### src/rtl/tw_cfg_pkg.sv
package tw_cfg_pkg;
  typedef enum logic [2:0] {PH_IDLE, PH_RX, PH_RX_ACK, PH_TX, PH_TX_ACK} phase_t;
  typedef enum logic [1:0] {RL_ADDR, RL_CMD, RL_CNT, RL_DATA} role_t;

  localparam int CTL_IDX = 2;
  localparam int EN_IDX  = 3;
  localparam int ID_IDX  = 7;

  // writable bits per byte
  function automatic logic [7:0] wr_mask(input int idx);
    case (idx)
      CTL_IDX: wr_mask = 8'h83;
      EN_IDX:  wr_mask = 8'h0F;
      default: wr_mask = 8'h00;
    endcase
  endfunction

  function automatic logic [7:0] rst_val(input int idx, input logic [7:0] id_byte);
    case (idx)
      CTL_IDX: rst_val = 8'h83;
      EN_IDX:  rst_val = 8'h0F;
      ID_IDX:  rst_val = id_byte;
      default: rst_val = 8'h00;
    endcase
  endfunction
endpackage

### src/rtl/tw_line_filter.sv
module tw_line_filter #(
  parameter int FILT_LEN = 4
) (
  input  logic clk,
  input  logic rst,
  input  logic din,
  output logic dout
);
  localparam int CW = $clog2(FILT_LEN + 1);

  logic [1:0]    sync_q;
  logic [CW-1:0] cnt_q;
  logic          dout_q;

  always_ff @(posedge clk) begin
    if (rst) begin
      sync_q <= 2'b11;
      cnt_q  <= '0;
      dout_q <= 1'b1;
    end else begin
      sync_q <= {sync_q[0], din};
      if (sync_q[1] == dout_q) begin
        cnt_q <= '0;
      end else if (cnt_q == CW'(FILT_LEN - 1)) begin
        dout_q <= sync_q[1];
        cnt_q  <= '0;
      end else begin
        cnt_q <= cnt_q + 1'b1;
      end
    end
  end

  assign dout = dout_q;


  filt_follows_sync_chk: assert property (@(posedge clk) disable iff (rst)
    (dout_q != $past(dout_q)) |-> ($past(sync_q[1]) == dout_q));
endmodule

### src/rtl/tw_cond_detect.sv
module tw_cond_detect (
  input  logic clk,
  input  logic rst,
  input  logic scl,
  input  logic sda,
  output logic scl_rise,
  output logic scl_fall,
  output logic start_det,
  output logic stop_det
);
  logic scl_q, sda_q;

  always_ff @(posedge clk) begin
    if (rst) begin
      scl_q <= 1'b1;
      sda_q <= 1'b1;
    end else begin
      scl_q <= scl;
      sda_q <= sda;
    end
  end

  assign scl_rise  = scl & ~scl_q;
  assign scl_fall  = ~scl & scl_q;
  assign start_det = scl & scl_q & sda_q & ~sda;
  assign stop_det  = scl & scl_q & ~sda_q & sda;


  bus_event_excl_chk: assert property (@(posedge clk) disable iff (rst)
    $onehot0({scl_rise, scl_fall, start_det, stop_det}));
endmodule

### src/rtl/tw_reg_bank.sv
module tw_reg_bank
  import tw_cfg_pkg::*;
#(
  parameter int          NUM_REGS = 8,
  parameter int          AW       = 5,
  parameter int          NUM_OUT  = 4,
  parameter logic [7:0]  ID_BYTE  = 8'h13
) (
  input  logic               clk,
  input  logic               rst,
  input  logic               wr_en,
  input  logic [AW-1:0]      wr_addr,
  input  logic [7:0]         wr_data,
  input  logic [AW-1:0]      rd_addr,
  output logic [7:0]         rd_data,
  output logic [NUM_OUT-1:0] out_en,
  output logic               freq_sel,
  output logic               ss_en,
  output logic               ss_depth
);
  logic [7:0] regs_q [NUM_REGS];

  always_ff @(posedge clk) begin
    for (int i = 0; i < NUM_REGS; i++) begin
      if (rst) begin
        regs_q[i] <= rst_val(i, ID_BYTE);
      end else if (wr_en && wr_addr == AW'(i)) begin
        regs_q[i] <= (regs_q[i] & ~wr_mask(i)) | (wr_data & wr_mask(i));
      end
    end
  end

  always_comb begin
    rd_data = 8'h00;
    for (int i = 0; i < NUM_REGS; i++) begin
      if (rd_addr == AW'(i)) rd_data = regs_q[i];
    end
  end

  assign out_en   = regs_q[EN_IDX][NUM_OUT-1:0];
  assign freq_sel = regs_q[CTL_IDX][0];
  assign ss_en    = regs_q[CTL_IDX][1];
  assign ss_depth = regs_q[CTL_IDX][7];


  oob_write_no_effect_chk: assert property (@(posedge clk) disable iff (rst)
    (wr_en && int'(wr_addr) >= NUM_REGS) |=>
      ($stable(regs_q[EN_IDX]) && $stable(regs_q[CTL_IDX])));
endmodule

### src/rtl/tw_target_fsm.sv
module tw_target_fsm
  import tw_cfg_pkg::*;
#(
  parameter logic [6:0] ADDR7    = 7'h69,
  parameter int         NUM_REGS = 8,
  parameter int         AW       = 5
) (
  input  logic          clk,
  input  logic          rst,
  input  logic          scl_f,
  input  logic          sda_f,
  input  logic          scl_rise,
  input  logic          scl_fall,
  input  logic          start_det,
  input  logic          stop_det,
  input  logic [7:0]    rd_data,
  output logic          sda_oe,
  output logic          wr_en,
  output logic [AW-1:0] wr_addr,
  output logic [7:0]    wr_data,
  output logic [AW-1:0] rd_addr
);
  phase_t        phase_q;
  role_t         role_q;
  logic [7:0]    shreg_q;
  logic [3:0]    bit_q;
  logic [AW-1:0] ptr_q;
  logic          cnt_pend_q, go_tx_q, acked_q, addr_ok_q, oe_q;
  logic          acc_ok;
  logic [7:0]    tx_byte;
  logic [AW-1:0] nxt_ptr;

  always_comb begin
    case (role_q)
      RL_ADDR: acc_ok = (shreg_q[7:1] == ADDR7);
      RL_CMD:  acc_ok = (shreg_q[6:5] == 2'b00) && (shreg_q[7] || shreg_q[4:0] == 5'd0);
      default: acc_ok = 1'b1;
    endcase
  end

  assign tx_byte = cnt_pend_q ? 8'(NUM_REGS) : rd_data;
  assign nxt_ptr = (ptr_q == '1) ? ptr_q : ptr_q + 1'b1;

  always_ff @(posedge clk) begin
    if (rst) begin
      phase_q    <= PH_IDLE;
      role_q     <= RL_ADDR;
      shreg_q    <= '0;
      bit_q      <= '0;
      ptr_q      <= '0;
      cnt_pend_q <= 1'b0;
      go_tx_q    <= 1'b0;
      acked_q    <= 1'b0;
      addr_ok_q  <= 1'b0;
      oe_q       <= 1'b0;
      wr_en      <= 1'b0;
      wr_addr    <= '0;
      wr_data    <= '0;
    end else begin
      wr_en <= 1'b0;
      if (start_det) begin
        phase_q   <= PH_RX;
        role_q    <= RL_ADDR;
        bit_q     <= '0;
        oe_q      <= 1'b0;
        addr_ok_q <= 1'b0;
      end else if (stop_det) begin
        phase_q   <= PH_IDLE;
        oe_q      <= 1'b0;
        addr_ok_q <= 1'b0;
      end else begin
        case (phase_q)
          PH_RX: begin
            if (scl_rise) begin
              shreg_q <= {shreg_q[6:0], sda_f};
              bit_q   <= bit_q + 1'b1;
            end else if (scl_fall && bit_q == 4'd8) begin
              if (acc_ok) begin
                oe_q    <= 1'b1;
                phase_q <= PH_RX_ACK;
                go_tx_q <= 1'b0;
                case (role_q)
                  RL_ADDR: begin
                    addr_ok_q <= 1'b1;
                    go_tx_q   <= shreg_q[0];
                    role_q    <= RL_CMD;
                  end
                  RL_CMD: begin
                    ptr_q      <= shreg_q[7] ? shreg_q[AW-1:0] : '0;
                    cnt_pend_q <= ~shreg_q[7];
                    role_q     <= shreg_q[7] ? RL_DATA : RL_CNT;
                  end
                  RL_CNT: begin
                    cnt_pend_q <= 1'b0;
                    role_q     <= RL_DATA;
                  end
                  default: begin
                    wr_en   <= 1'b1;
                    wr_addr <= ptr_q;
                    wr_data <= shreg_q;
                    ptr_q   <= nxt_ptr;
                  end
                endcase
              end else begin
                phase_q   <= PH_IDLE;
                addr_ok_q <= 1'b0;
              end
            end
          end
          PH_RX_ACK: begin
            if (scl_fall) begin
              bit_q <= '0;
              if (go_tx_q) begin
                phase_q <= PH_TX;
                shreg_q <= tx_byte;
                oe_q    <= ~tx_byte[7];
                if (cnt_pend_q) cnt_pend_q <= 1'b0;
                else            ptr_q      <= nxt_ptr;
              end else begin
                phase_q <= PH_RX;
                oe_q    <= 1'b0;
              end
            end
          end
          PH_TX: begin
            if (scl_fall) begin
              bit_q <= bit_q + 1'b1;
              if (bit_q == 4'd7) begin
                oe_q    <= 1'b0;
                phase_q <= PH_TX_ACK;
              end else begin
                oe_q    <= ~shreg_q[6];
                shreg_q <= {shreg_q[6:0], 1'b0};
              end
            end
          end
          PH_TX_ACK: begin
            if (scl_rise) begin
              acked_q <= ~sda_f;
            end else if (scl_fall) begin
              bit_q <= '0;
              if (acked_q) begin
                phase_q <= PH_TX;
                shreg_q <= tx_byte;
                oe_q    <= ~tx_byte[7];
                if (cnt_pend_q) cnt_pend_q <= 1'b0;
                else            ptr_q      <= nxt_ptr;
              end else begin
                phase_q   <= PH_IDLE;
                addr_ok_q <= 1'b0;
              end
            end
          end
          default: oe_q <= 1'b0;
        endcase
      end
    end
  end

  assign sda_oe  = oe_q;
  assign rd_addr = ptr_q;


  oe_moves_scl_low_chk: assert property (@(posedge clk) disable iff (rst)
    (oe_q != $past(oe_q)) |-> !scl_f);


  write_needs_addr_chk: assert property (@(posedge clk) disable iff (rst)
    wr_en |-> addr_ok_q);
endmodule

### src/rtl/twi_clkcfg_target.sv
module twi_clkcfg_target #(
  parameter logic [6:0] ADDR7    = 7'h69,
  parameter int         NUM_REGS = 8,
  parameter int         NUM_OUT  = 4,
  parameter int         FILT_LEN = 4,
  parameter logic [3:0] REV_CODE = 4'h1,
  parameter logic [3:0] VEND_ID  = 4'h3
) (
  input  logic               clk,
  input  logic               rst,
  input  logic               scl_i,
  input  logic               sda_i,
  output logic               sda_oe,
  output logic [NUM_OUT-1:0] out_en,
  output logic               freq_sel,
  output logic               ss_en,
  output logic               ss_depth
);
  localparam int         AW      = 5;
  localparam logic [7:0] ID_BYTE = {REV_CODE, VEND_ID};

  logic          scl_f, sda_f;
  logic          scl_rise, scl_fall, start_det, stop_det;
  logic          wr_en;
  logic [AW-1:0] wr_addr, rd_addr;
  logic [7:0]    wr_data, rd_data;

  tw_line_filter #(.FILT_LEN(FILT_LEN)) scl_filt_i (
    .clk(clk), .rst(rst), .din(scl_i), .dout(scl_f));
  tw_line_filter #(.FILT_LEN(FILT_LEN)) sda_filt_i (
    .clk(clk), .rst(rst), .din(sda_i), .dout(sda_f));

  tw_cond_detect det_i (
    .clk(clk), .rst(rst), .scl(scl_f), .sda(sda_f),
    .scl_rise(scl_rise), .scl_fall(scl_fall),
    .start_det(start_det), .stop_det(stop_det));

  tw_target_fsm #(.ADDR7(ADDR7), .NUM_REGS(NUM_REGS), .AW(AW)) fsm_i (
    .clk(clk), .rst(rst), .scl_f(scl_f), .sda_f(sda_f),
    .scl_rise(scl_rise), .scl_fall(scl_fall),
    .start_det(start_det), .stop_det(stop_det),
    .rd_data(rd_data), .sda_oe(sda_oe),
    .wr_en(wr_en), .wr_addr(wr_addr), .wr_data(wr_data), .rd_addr(rd_addr));

  tw_reg_bank #(.NUM_REGS(NUM_REGS), .AW(AW), .NUM_OUT(NUM_OUT), .ID_BYTE(ID_BYTE)) bank_i (
    .clk(clk), .rst(rst), .wr_en(wr_en), .wr_addr(wr_addr), .wr_data(wr_data),
    .rd_addr(rd_addr), .rd_data(rd_data),
    .out_en(out_en), .freq_sel(freq_sel), .ss_en(ss_en), .ss_depth(ss_depth));


  outputs_hold_chk: assert property (@(posedge clk) disable iff (rst)
    !$past(wr_en) |-> $stable({out_en, freq_sel, ss_en, ss_depth}));
endmodule

### config.mk
export PLATFORM = sky130hd
export DESIGN_NAME = twi_clkcfg_target
export DESIGN_NICKNAME = d
export VERILOG_FILES = /design/src/rtl/tw_cfg_pkg.sv /design/src/rtl/tw_line_filter.sv /design/src/rtl/tw_cond_detect.sv /design/src/rtl/tw_reg_bank.sv /design/src/rtl/tw_target_fsm.sv /design/src/rtl/twi_clkcfg_target.sv
export SDC_FILE = /design/constraint.sdc
export NUM_CORES = 1
export LEC_CHECK = 0
export ABC_AREA = 0
export CORE_UTILIZATION = 45
export DETAILED_ROUTE_END_ITERATION = 10
export HOLD_SLACK_MARGIN = 0.08
export PLACE_DENSITY_LB_ADDON = 0.1
export SYNTH_ARGS = -nofsm -noshare
export SYNTH_HDL_FRONTEND = slang
export SYNTH_SLANG_ARGS = --single-unit
### constraint.sdc
create_clock -name clk -period 3.4 [get_ports clk]
set_input_delay 0.34 -clock clk [delete_from_list [all_inputs] [get_ports clk]]
set_output_delay 0.34 -clock clk [all_outputs]
set_load 0.02 [all_outputs]
* Word-level counts from Yosys, hierarchy flattened
Memory sizes are Yosys's and may differ from the RTL's.
Index checks and enable logic that the tools add are counted.
** Word-level totals
- RAM bits :: 64
- Flip-flop bits (word level) :: 54
- Latch bits :: 0
- Logic and storage cells :: 307
- Memories :: 1
- Memory bits (read-only) :: 0
- Input bits :: 4
- Output and inout bits :: 8
** Memory list
- bank_i.regs_q :: depth 8, bits a word 8, read ports 8, clocked after Yosys merged registers in 0, write ports 8, line tw_reg_bank.sv:21 : logic [7:0] regs_q [NUM_REGS];
** Operators by class
- Multipliers :: 0
- Add/sub/neg operators :: 4
- Bitwise gates (word level) :: 63
- Muxes and demuxes :: 129
- Equal/unequal tests :: 49
- Shifts and indexed selects :: 0
- Reductions and logical operators :: 40
- $lt $le $gt $ge :: 0
- Divide/modulo/power cells :: 0
** Operator list (count)
- $mux 8 :: 45
- $and 8x8->8 :: 16
- $not 8->8 :: 8
- $or 8x8->8 :: 8
- $mux 5 :: 11
- $mux 1 :: 49
- $eq 5x3->1 const B :: 8
- $pmux 8 s4 :: 1
- $reduce_and 12->1 :: 2
- $reduce_and 8->1 :: 3
- $mux 3 :: 7
- $eq 5x2->1 const B :: 4
- $ne 4x3->1 const B :: 5
- $mux 4 :: 4
- $ne 2x1->1 const B :: 8
- $not 1->1 :: 16
- $pmux 4 s4 :: 1
- $logic_not 5->1 :: 3
- $pmux 5 s3 :: 1
- $eq 3x2->1 const B :: 4
- $pmux 3 s4 :: 1
- $reduce_and 6->1 :: 2
- $reduce_or 3->1 :: 4
- $reduce_and 11->1 :: 1
- 36 further kinds :: 73

* Depth between registers and ports, before layout
Gate-level depths: netlist (run 1).
- Word-level depth :: 15
- Gate-level depth with buffers :: 9

* By module
Synthesis (run 1) repeated with hierarchy kept, for this count alone.
** Unflattened totals
- Cell total of the unflattened synthesis :: 360
- Area total of the unflattened synthesis :: 3339.5 um^2
** Modules (own cells, without submodules)
- tw_target_fsm :: cells an instance 277, seq. area each 800.8 um^2, area each 2386.0 um^2, instances 1
- tw_reg_bank :: cells an instance 41, seq. area each 210.2 um^2, area each 440.4 um^2, instances 1
- tw_line_filter :: cells an instance 17, seq. area each 120.1 um^2, area each 214.0 um^2, instances 2
- tw_cond_detect :: cells an instance 8, seq. area each 40.0 um^2, area each 85.1 um^2, instances 1

* Worst setup path before layout (run 1)
OpenSTA, ideal clock, no wires.
- Kind :: reg2reg
- Start :: reg fsm_i.role_q[1]
- End :: reg fsm_i.wr_data[1]
- Cell stages (with the launch flop) :: 9
- Setup slack :: 1.205 ns
- Data required time :: 3.271 ns
- Period minus slack after synthesis :: 2.195 ns
- Data arrival time :: 2.066 ns
- Cells stage by stage :: dfxtp_1 inv_1 ha_1 or2_2 a211oi_2 and4_1 buf_4 mux2i_1 nor2_1
** Between the ends
- Longest elaborated chain between the ends :: 4
- Elaborated cells between the ends (all ways) :: 7
** RTL lines
- start, declared :: line tw_target_fsm.sv:24 : role_t role_q;
- start signal, assigned :: line tw_target_fsm.sv:91 : role_q <= shreg_q[7] ? RL_DATA : RL_CNT;
- $eq 2x1->1, or another cell as far along :: line tw_target_fsm.sv:34, tw_target_fsm.sv:82
- $reduce_or 3->1 (no source line)
- $not 1->1 (no source line)
- $reduce_and 7->1 (no source line) *
- end signal, assigned :: line tw_target_fsm.sv:100 : wr_data <= shreg_q;
- end, declared :: line tw_target_fsm.sv:20 : output logic [7:0] wr_data,
Mark *: on every way between the ends. The rest lies on a longest branch, timed or not.
A chain may end at the register's enable or synchronous reset.

* Worst setup path after layout (run 1)
- Start :: reg fsm_i.role_q[1]
- End :: reg fsm_i.wr_addr[2]
** Between the ends
- Longest elaborated chain between the ends :: 4
- Elaborated cells between the ends (all ways) :: 7
** RTL lines
- $eq 2x1->1, or another cell as far along :: line tw_target_fsm.sv:34, tw_target_fsm.sv:82
- $reduce_or 3->1 (no source line)
- $not 1->1 (no source line)
- $reduce_and 7->1 (no source line) *
- end signal, assigned :: line tw_target_fsm.sv:99 : wr_addr <= ptr_q;
- end, declared :: line tw_target_fsm.sv:19 : output logic [AW-1:0] wr_addr,
Marks and branches as above.

==> metrics.txt, run 1 <==
synth warn 0; share of cells above drive strength 1 0.0767; vias in the first global route 2345; Combinational Power Share 0.024; Placed Area 0.00319 mm^2; Skew-Pair Late Insertion Delay 340 ps; worst reg2reg path endpoint fsm_i.wr_addr[2]; area grow syn2layout 9.72%; multi-input logic area 0.00167 mm^2; CP Capture Type flop; Setup Buffers After CTS 0; # IOs 12; data required time of the worst path 3610 ps; Yosys reg bits 58; Mean Syn Cell Area 8.58 um^2; Slew @ Worst Pin 653 ps; final hold violations 0; via count 2521; Rel. slew slack 0.564; Async SR Flop Fraction 0; row cnt 29; R2R cell count 7; Yosys cell types 58; pin count of the biggest net entering global routing 40; final hold slack 407 ps; Clock power frac 0.435; CP cell instances inv_1, ha_1, or2_2, a211oi_2, and4_1, mux2i_1, nor2_1; core area 0.00646 mm^2; top_reg_cell synth dfxtp_1; worst hold path type flop to flop; post_cts resized 0; switching share of power 0.219; crit path max fanout 11; TritonCTS clock tree built; Max Fclk 0.407 GHz; status complete, no violations; post-route design area 0.00336 mm^2; antenna viol nets, final 0; Max VDD drop 0.263 mV; R2R setup slack 950 ps; number of I/O port buffers 11; crit-path max cell delay 670 ps; crit path launch type flop; Sum Neg Setup Slack 0 ps; crit path buf inv count 1; clk slew on worst S/H paths 60 ps; Pint 1.01 mW; CTS buffer count 9; Flop pwr share 0.541; NetSw 0.283 mW; Final min period 2450 ps; drt drc 0; global-route wire length before repair 11.6 mm; worst setup path startpoint fsm_i.role_q[1]; clk sinks 58; final wirelength 6.78 mm; Clock Skew 11.4 ps; Clk Tree Root Cell clkbuf_8; Power per Cell Area 385 mW/mm^2; Routed WL per cell 15.3 um; fillcell total 617; register area share after synthesis 0.402; # hold bufs at CTS 0; Post-Syn Instances 357; syn nets 374; full die area 0.00714 mm^2; synth top area cells dfxtp_1 33%, edfxtp_1 6.9%, mux2i_1 5.9%; Leak 1.17 nW; count of max-cap constraint violations 0; routability cong. 0.775; critical path class flop to flop; commonest non-fill, non-tap cell in the layout dfxtp_1; Starting Density 0.474; H-Tree Depth 3; Final Setup Violations 0; Via density 5.70; Yosys top cell area share 0.333; Crit path depth 7; commonest cells after routing, fill and taps aside 51 x dfxtp_1, 47 x nor2_1, 28 x a21oi_1; final worst-path cycle share 0.722; Worst EP arrival 2660 ps; Slowest-stage cell, CP and4_1; gr ovfl total 0; number of diodes 0; NumNets Final 377; Finished Layout Cells 442; dpl hpwl 4.69 mm; TritonRoute pass-1 iters 5; Starting DRT DRC Count 217; number of synthesized flops with an enable pin 7; final core area utilization 0.521; initial antenna violation count 0; Reg area 0.00123 mm^2; RSZ-0062 raised after global routing false; placed insts 426; die width 84.5 um; Final Max Tran Viols 0; clk buf depth 2; crit path to fsm_i.wr_addr[2]; cell family with most CP delay simple AND/OR/NAND/NOR gates; GRT Total Usage 0.208; die height 84.5 um; reg2reg start fsm_i.role_q[1]; leading area contributor after synthesis dfxtp_1; Netlist Area Pre-Place 0.00306 mm^2
==> metrics by stage <==
stage / total power, mW / setup WS [ps]
2_1_floorplan: 0.732 / 1210
3_3_place_gp: 0.746 / 978
3_5_place_dp: 0.746 / 956
4_1_cts: 1.31 / 924
5_1_grt: 1.35 / 790
6_report: 1.29 / 946
==> sequential cells by signal, summed over array words and instances, names as in the netlist, 2 cells and up <==
register,cells
fsm_i.shreg_q,8
bank_i.regs_q,7
fsm_i.rd_addr,5
fsm_i.wr_addr,5
fsm_i.wr_data,5
fsm_i.bit_q,4
fsm_i.phase_q,3
scl_filt_i.cnt_q,3
sda_filt_i.cnt_q,3
fsm_i.role_q,2
scl_filt_i.sync_q,2
sda_filt_i.sync_q,2
==> how the worst min path moves through the flow <==
stage | startpoint | to | slack [ps] | cells past startpoint
global placement | scl_filt_i.sync_q[0] | scl_filt_i.sync_q[1] | 390 | 1
floorplan | scl_filt_i.sync_q[0] | scl_filt_i.sync_q[1] | 390 | 1
finish | scl_filt_i.sync_q[0] | scl_filt_i.sync_q[1] | 410 | 1
detailed placement | scl_filt_i.sync_q[0] | scl_filt_i.sync_q[1] | 390 | 1
global route | sda_filt_i.sync_q[0] | sda_filt_i.sync_q[1] | 430 | 1
CTS | scl_filt_i.sync_q[0] | scl_filt_i.sync_q[1] | 410 | 1
==> metal layers <==
layer  part of all wire  vias to the layer above  track usage  wire, um
met5                  0                        -            0         0
met3              0.053                       15       0.0600       362
met1               0.48                     1171        0.279      3260
met4              0.024                        0       0.0924       160
li1                   -                     1265            -         -
met2               0.44                       70        0.312      2990
==> synthesized netlist by cell type (all sizes together), types with 11 or more instances <==
master,n
a21oi,29
nor3,11
nand2b,12
ha,13
o21ai,14
nor2,47
clkbuf,12
mux2i,18
inv,18
nand2,22
dfxtp,51
nand3,11
==> area by class of cell <==
| cell class | count | share of cell area |
|---|---|---|
| Multi-Input combinational cell | 260 | 0.496 |
| Sequential cell | 58 | 0.366 |
| Clock buffer | 13 | 0.0473 |
| Timing Repair Buffer | 13 | 0.0372 |
| Tap cell | 77 | 0.0287 |
| Inverter | 18 | 0.0201 |
| Clock inverter | 3 | 0.00447 |
==> power by group through the flow <==
stage | Clock, mW | Combinational [mW] | Sequential, mW
after global routing | 0.612 | 0.0337 | 0.700
final | 0.562 | 0.0306 | 0.700
after global placement | 0 | 0.0309 | 0.715
after detailed placement | 0 | 0.0308 | 0.715
after CTS | 0.581 | 0.0309 | 0.700
after floorplan | 0 | 0.0144 | 0.717
==> cells by family after synthesis <==
family | Yosys count | share of synthesized area
adders and majority gates | 13 | 0.0531
muxes | 18 | 0.0588
buffers and inverters | 39 | 0.0539
and+or+nand+nor | 140 | 0.232
AOI/OAI and AO/OA | 81 | 0.178
xor gates and xnor gates | 8 | 0.0229
DFF | 58 | 0.402
Note: power is estimated with default switching activity, not from simulation.
==> inputs of run 2 (changes only) <==
- clock period: 3.4 -> 2.3 ns (I/O delays scaled with it)
==> metrics.txt, run 2 (synthesis gave the netlist of run 1 again) <==
met1 WL 3.46 mm (+5.9%); fillcell total 615 (-0.32%); Routed WL per cell 15.5 um (+0.92%); Hold Crit Depth 1 (unchanged); final worst-path cycle share 0.910 (+0.188); dpl hpwl 4.97 mm (+5.8%); count of max-cap constraint violations 0 (unchanged); Clk Tree Root Cell clkbuf_8; clk buf depth 2 (unchanged); gr ovfl total 0 (unchanged); routability cong. 0.893 (+15%); GRT Total Usage 0.214 (+0.00618); met3 routed WL 389 um (+7.5%); final hold violations 0 (unchanged); Leak 1.26 nW (+7.8%); Final Max Tran Viols 0 (unchanged); clk sinks 58 (unchanged); worst reg2reg path endpoint fsm_i.rd_addr[2]; data required time of the worst path 2570 ps (-1040 ps); Slew @ Worst Pin 475 ps (-179 ps); register name with the most flops fsm_i.shreg_q; Starting DRT DRC Count 191 (-12%); final core area utilization 0.548 (+0.0277); Clock Skew 7.51 ps (-3.86 ps); row cnt 29 (unchanged); commonest cells after routing, fill and taps aside 50 x dfxtp_1, 47 x nor2_1, 28 x a21oi_1; initial antenna violation count 0 (unchanged); crit path max fanout 9 (-2); area grow syn2layout 15.6%; critical path class flop to flop; H-Tree Depth 3 (unchanged); TritonRoute pass-1 iters 4 (-1); antenna viol nets, final 0 (unchanged); core area 0.00646 mm^2 (unchanged); Setup Buffers After CTS 0 (unchanged); Worst EP arrival 2360 ps (-300 ps); via count 2550 (+1.2%); Skew-Pair Late Insertion Delay 340 ps (about the same); drt drc 0 (unchanged); DR top layer met4; crit path launch type flop; vias in the first global route 2379 (+1.4%); CTS buffer count 9 (unchanged); met2 WL post-DR 3.11 mm (+4.0%); RSZ-0062 raised after global routing false; worst hold path type flop to flop; # IOs 12 (unchanged); min-delay src sda_filt_i.sync_q[0]; Final min period 2090 ps (-362 ps); Starting Density 0.474 (unchanged); max reg flops 8 (unchanged); Sum Neg Setup Slack 0 ps (unchanged); NumNets Final 391 (+3.7%); clk slew on worst S/H paths 70 ps (about the same); Max Fclk 0.478 GHz (+17%); Rel. slew slack 0.680 (+0.116); TritonCTS clock tree built; Max VDD drop 0.427 mV (+63%); Via density 5.59 (-2.0%); number of diodes 0 (unchanged); CP Capture Type flop; R2R cell count 8 (+1); post_cts resized 0 (unchanged); full die area 0.00714 mm^2 (unchanged); pin count of the biggest net entering global routing 41 (+2.5%); die height 84.5 um (unchanged); die width 84.5 um (unchanged); status complete, no violations; number of I/O port buffers 11 (unchanged); share of cells above drive strength 1 0.119 (+0.0420); # hold bufs at CTS 0 (unchanged); reg2reg start fsm_i.role_q[1]; Min-Delay Endpoint sda_filt_i.sync_q[1]; commonest non-fill, non-tap cell in the layout dfxtp_1; Power per Cell Area 605 mW/mm^2 (+57%); R2R setup slack 210 ps (-740 ps); Largest regs fsm_i.shreg_q: 8 flops, bank_i.regs_q: 7 flops; final wirelength 7.06 mm (+4.1%); Final Setup Violations 0 (unchanged); global-route wire length before repair 11.9 mm (+2.1%)
## run 2: per-stage QoR
| stage | setup slack [ps] | area, um^2 | cells | hold slack, ps | power (mW) |
|---|---|---|---|---|---|
| floorplan | 105 | 3060 | 357 | 334 | 1.08 |
| global route | 36.2 | 3540 | 456 | 423 | 2.21 |
| global placement | 252 | 3320 | 440 | 392 | 1.11 |
| detailed placement | 197 | 3320 | 440 | 394 | 1.11 |
| CTS | 156 | 3540 | 456 | 411 | 2.16 |
| finish | 207 | 3540 | 456 | 409 | 2.14 |
## run 2: routing by layer
layer / vias up / global-route usage
met1: 1188 / 0.301
met4: 0 / 0.0817
met5: - / 0
met2: 62 / 0.320
li1: 1291 / -
met3: 9 / 0.0501
## run 2: how the worst max path moves through the flow
stage	startpoint	end	slack, ps	cells after the start
floorplan	fsm_i.role_q[1]	fsm_i.wr_data[1]	110	8
global placement	fsm_i.role_q[1]	fsm_i.rd_addr[2]	250	8
detailed placement	fsm_i.role_q[1]	fsm_i.rd_addr[2]	200	8
CTS	fsm_i.role_q[1]	fsm_i.rd_addr[2]	160	8
global route	fsm_i.role_q[1]	fsm_i.rd_addr[2]	40	8
finish	fsm_i.role_q[1]	fsm_i.rd_addr[2]	210	8
## run 2: cell type report
class                      instances  area [um^2]  share of cell area
multi-input combinational        260         1670               0.472
sequential                        58         1230               0.348
timing repair buffer              27          255              0.0721
clock buffer                      11          141              0.0399
tap                               77         96.3              0.0272
clock inverter                     5         77.6              0.0219
inverter                          18         67.6              0.0191
## run 2: power breakdown
part           total, mW  internal, mW  leakage, nW  switching (mW)
logic             0.0504        0.0208        0.679          0.0295
registers           1.03          1.03        0.471         0.00400
clock network       1.06         0.636        0.109           0.421
## run 2: worst max-delay path, cell delays in order (launching register included)
cell and delay (ps):
dfxtp_1 380, inv_1 80, ha_1 240, or2_2 300
a211oi_2 200, buf_4 200, o2111ai_4 190, a311o_1 340
a21oi_2 110
==> inputs of run 3 (changes only) <==
- CTS_BUF_LIST: not set -> sky130_fd_sc_hd__clkbuf_8
==> metrics.txt, run 3 (synthesis gave the netlist of run 1 again) <==
status complete, no violations; Final min period 2090 ps (+2.13 ps); via count 2528 (-0.86%); TritonCTS clock tree built; R2R cell count 8 (unchanged); setup slack after layout 205 ps (-2.13 ps); critical path class flop to flop; commonest cells after routing, fill and taps aside 50 x dfxtp_1, 47 x nor2_1, 28 x a21oi_1; worst reg2reg path endpoint fsm_i.rd_addr[2]; Final Total Pwr 2.14 mW (-0.22%); final core area utilization 0.548 (unchanged); final worst-path cycle share 0.911 (+0.000928); routability cong. 0.893 (unchanged); crit path launch type flop; CP cell instances inv_1, ha_1, or2_2, a211oi_2, buf_4, o2111ai_4, a311o_1, a21oi_2; NetSw 0.454 mW (about the same); final wirelength 7.03 mm (-0.45%); H-Tree Depth 3 (unchanged); row cnt 29 (unchanged); Via density 5.54 (-0.86%); placed insts 440 (unchanged); clk buf depth 2 (unchanged); GRT Total Usage 0.214 (unchanged); area grow syn2layout 15.6% (unchanged); Rel. slew slack 0.677 (-0.00267); Pint 1.68 mW (-0.27%); # IOs 12 (unchanged); vias in the first global route 2379 (unchanged); Sum Neg Setup Slack 0 ps (unchanged); post-route design area 0.00354 mm^2 (unchanged); core area 0.00646 mm^2 (unchanged); TritonRoute pass-1 iters 4 (unchanged); Clock Skew 6.92 ps (-0.588 ps); count of max-cap constraint violations 0 (unchanged); crit-path max cell delay 380 ps (about the same); Placed Area 0.00332 mm^2 (unchanged); register name with the most flops fsm_i.shreg_q; Starting DRT DRC Count 190 (-0.52%); Slew @ Worst Pin 479 ps (+3.96 ps); Power per Cell Area 603 mW/mm^2 (-0.22%); RSZ-0062 raised after global routing false; # hold bufs at CTS 0 (unchanged); die height 84.5 um (unchanged); max reg flops 8 (unchanged); min-delay src sda_filt_i.sync_q[0]; antenna viol nets, final 0 (unchanged); Slowest-stage cell, CP dfxtp_1; R2R setup slack 210 ps (about the same); Worst EP arrival 2370 ps (about the same); final hold slack 409 ps (+0.0180 ps); number of diodes 0 (unchanged); crit path max fanout 9 (unchanged); Leak 1.26 nW (+0.33%); NumNets Final 391 (unchanged); dpl hpwl 4.97 mm (unchanged); final hold violations 0 (unchanged); Combinational Power Share 0.024 (about the same); CTS buffer count 9 (unchanged); Clk Tree Root Cell clkbuf_8; commonest non-fill, non-tap cell in the layout dfxtp_1; Largest regs fsm_i.shreg_q: 8 flops, bank_i.regs_q: 7 flops; clk sinks 58 (unchanged); Flop pwr share 0.484 (about the same); DP Worst Slack 197 ps (unchanged); switching share of power 0.212 (+0.000363); CP Capture Type flop; crit path to fsm_i.rd_addr[2]; multi-input logic area 0.00167 mm^2 (unchanged); data required time of the worst path 2570 ps (about the same); Reg area 0.00123 mm^2 (unchanged); Skew-Pair Late Insertion Delay 340 ps (about the same); pin count of the biggest net entering global routing 41 (unchanged); worst setup path startpoint fsm_i.role_q[1]; Clock power frac 0.492 (-0.002); number of I/O port buffers 11 (unchanged); clk slew on worst S/H paths 70 ps (about the same); full die area 0.00714 mm^2 (unchanged); drt drc 0 (unchanged); Finished Layout Cells 456 (unchanged); initial antenna violation count 0 (unchanged); Max VDD drop 0.427 mV (about the same); Hold Crit Depth 1 (unchanged); worst hold path type flop to flop; Final Max Tran Viols 0 (unchanged); die width 84.5 um (unchanged); share of cells above drive strength 1 0.119 (unchanged); global-route wire length before repair 11.9 mm (unchanged); fillcell total 615 (unchanged); Max Fclk 0.477 GHz (-0.10%); Starting Density 0.474 (unchanged); gr ovfl total 0 (unchanged); Routed WL per cell 15.4 um (-0.45%); Final Setup Violations 0 (unchanged); reg2reg start fsm_i.role_q[1]
## run 3: changes by cell type in the layout (fill, tap and decap cells not counted)
cell,delta
clkbuf_1,-1
inv_1,+1
## run 3: worst min path at each step
stage	end
floorplan	scl_filt_i.sync_q[0]
global placement	sda_filt_i.sync_q[1]
detailed placement	scl_filt_i.sync_q[1]
CTS	scl_filt_i.sync_q[1]
global route	sda_filt_i.sync_q[1]
finish	sda_filt_i.sync_q[1]
## run 3: worst max-delay path, delay by kind of cell, from the launching register on
kind	cells	cell delay [ps]
buffers and inverters	2	280
adder cells (fa/ha/maj)	1	240
flip-flops	1	380
AO/OA/AOI/OAI	4	840
AND/OR/NAND/NOR	1	300
## run 3: repair_timing
| item | CTS | global route |
|---|---|---|
| endpoints found under the setup margin | 0 | 1 |
| buffers inserted | 0 | 0 |
| gates resized for setup | 0 | 2 |
## run 3: power by group through the flow
stage | logic (mW) | clock network, mW | registers (mW)
floorplan | 0.0213 | 0 | 1.06
global route | 0.0536 | 1.12 | 1.03
finish | 0.0503 | 1.05 | 1.03
CTS | 0.0506 | 1.07 | 1.03
detailed placement | 0.0502 | 0 | 1.06
global placement | 0.0508 | 0 | 1.06
## run 3: area by class of cell
| type | count | share of cell area |
|---|---|---|
| clock buffers | 10 | 0.0389 |
| clock inverters | 6 | 0.0230 |
| well taps | 77 | 0.0272 |
| flip-flops and latches | 58 | 0.348 |
| repair buffers | 27 | 0.0721 |
| inverters | 18 | 0.0191 |
| multi-input cells | 260 | 0.472 |
## run 3: routing by layer
| layer | up-vias | part of all wire | global-route usage | wire length [um] |
|---|---|---|---|---|
| met5 | - | 0 | 0 | 0 |
| met4 | 0 | 0.014 | 0.0817 | 100 |
| met3 | 9 | 0.058 | 0.0501 | 410 |
| met2 | 57 | 0.44 | 0.320 | 3120 |
| met1 | 1170 | 0.48 | 0.301 | 3400 |
| li1 | 1292 | - | - | - |
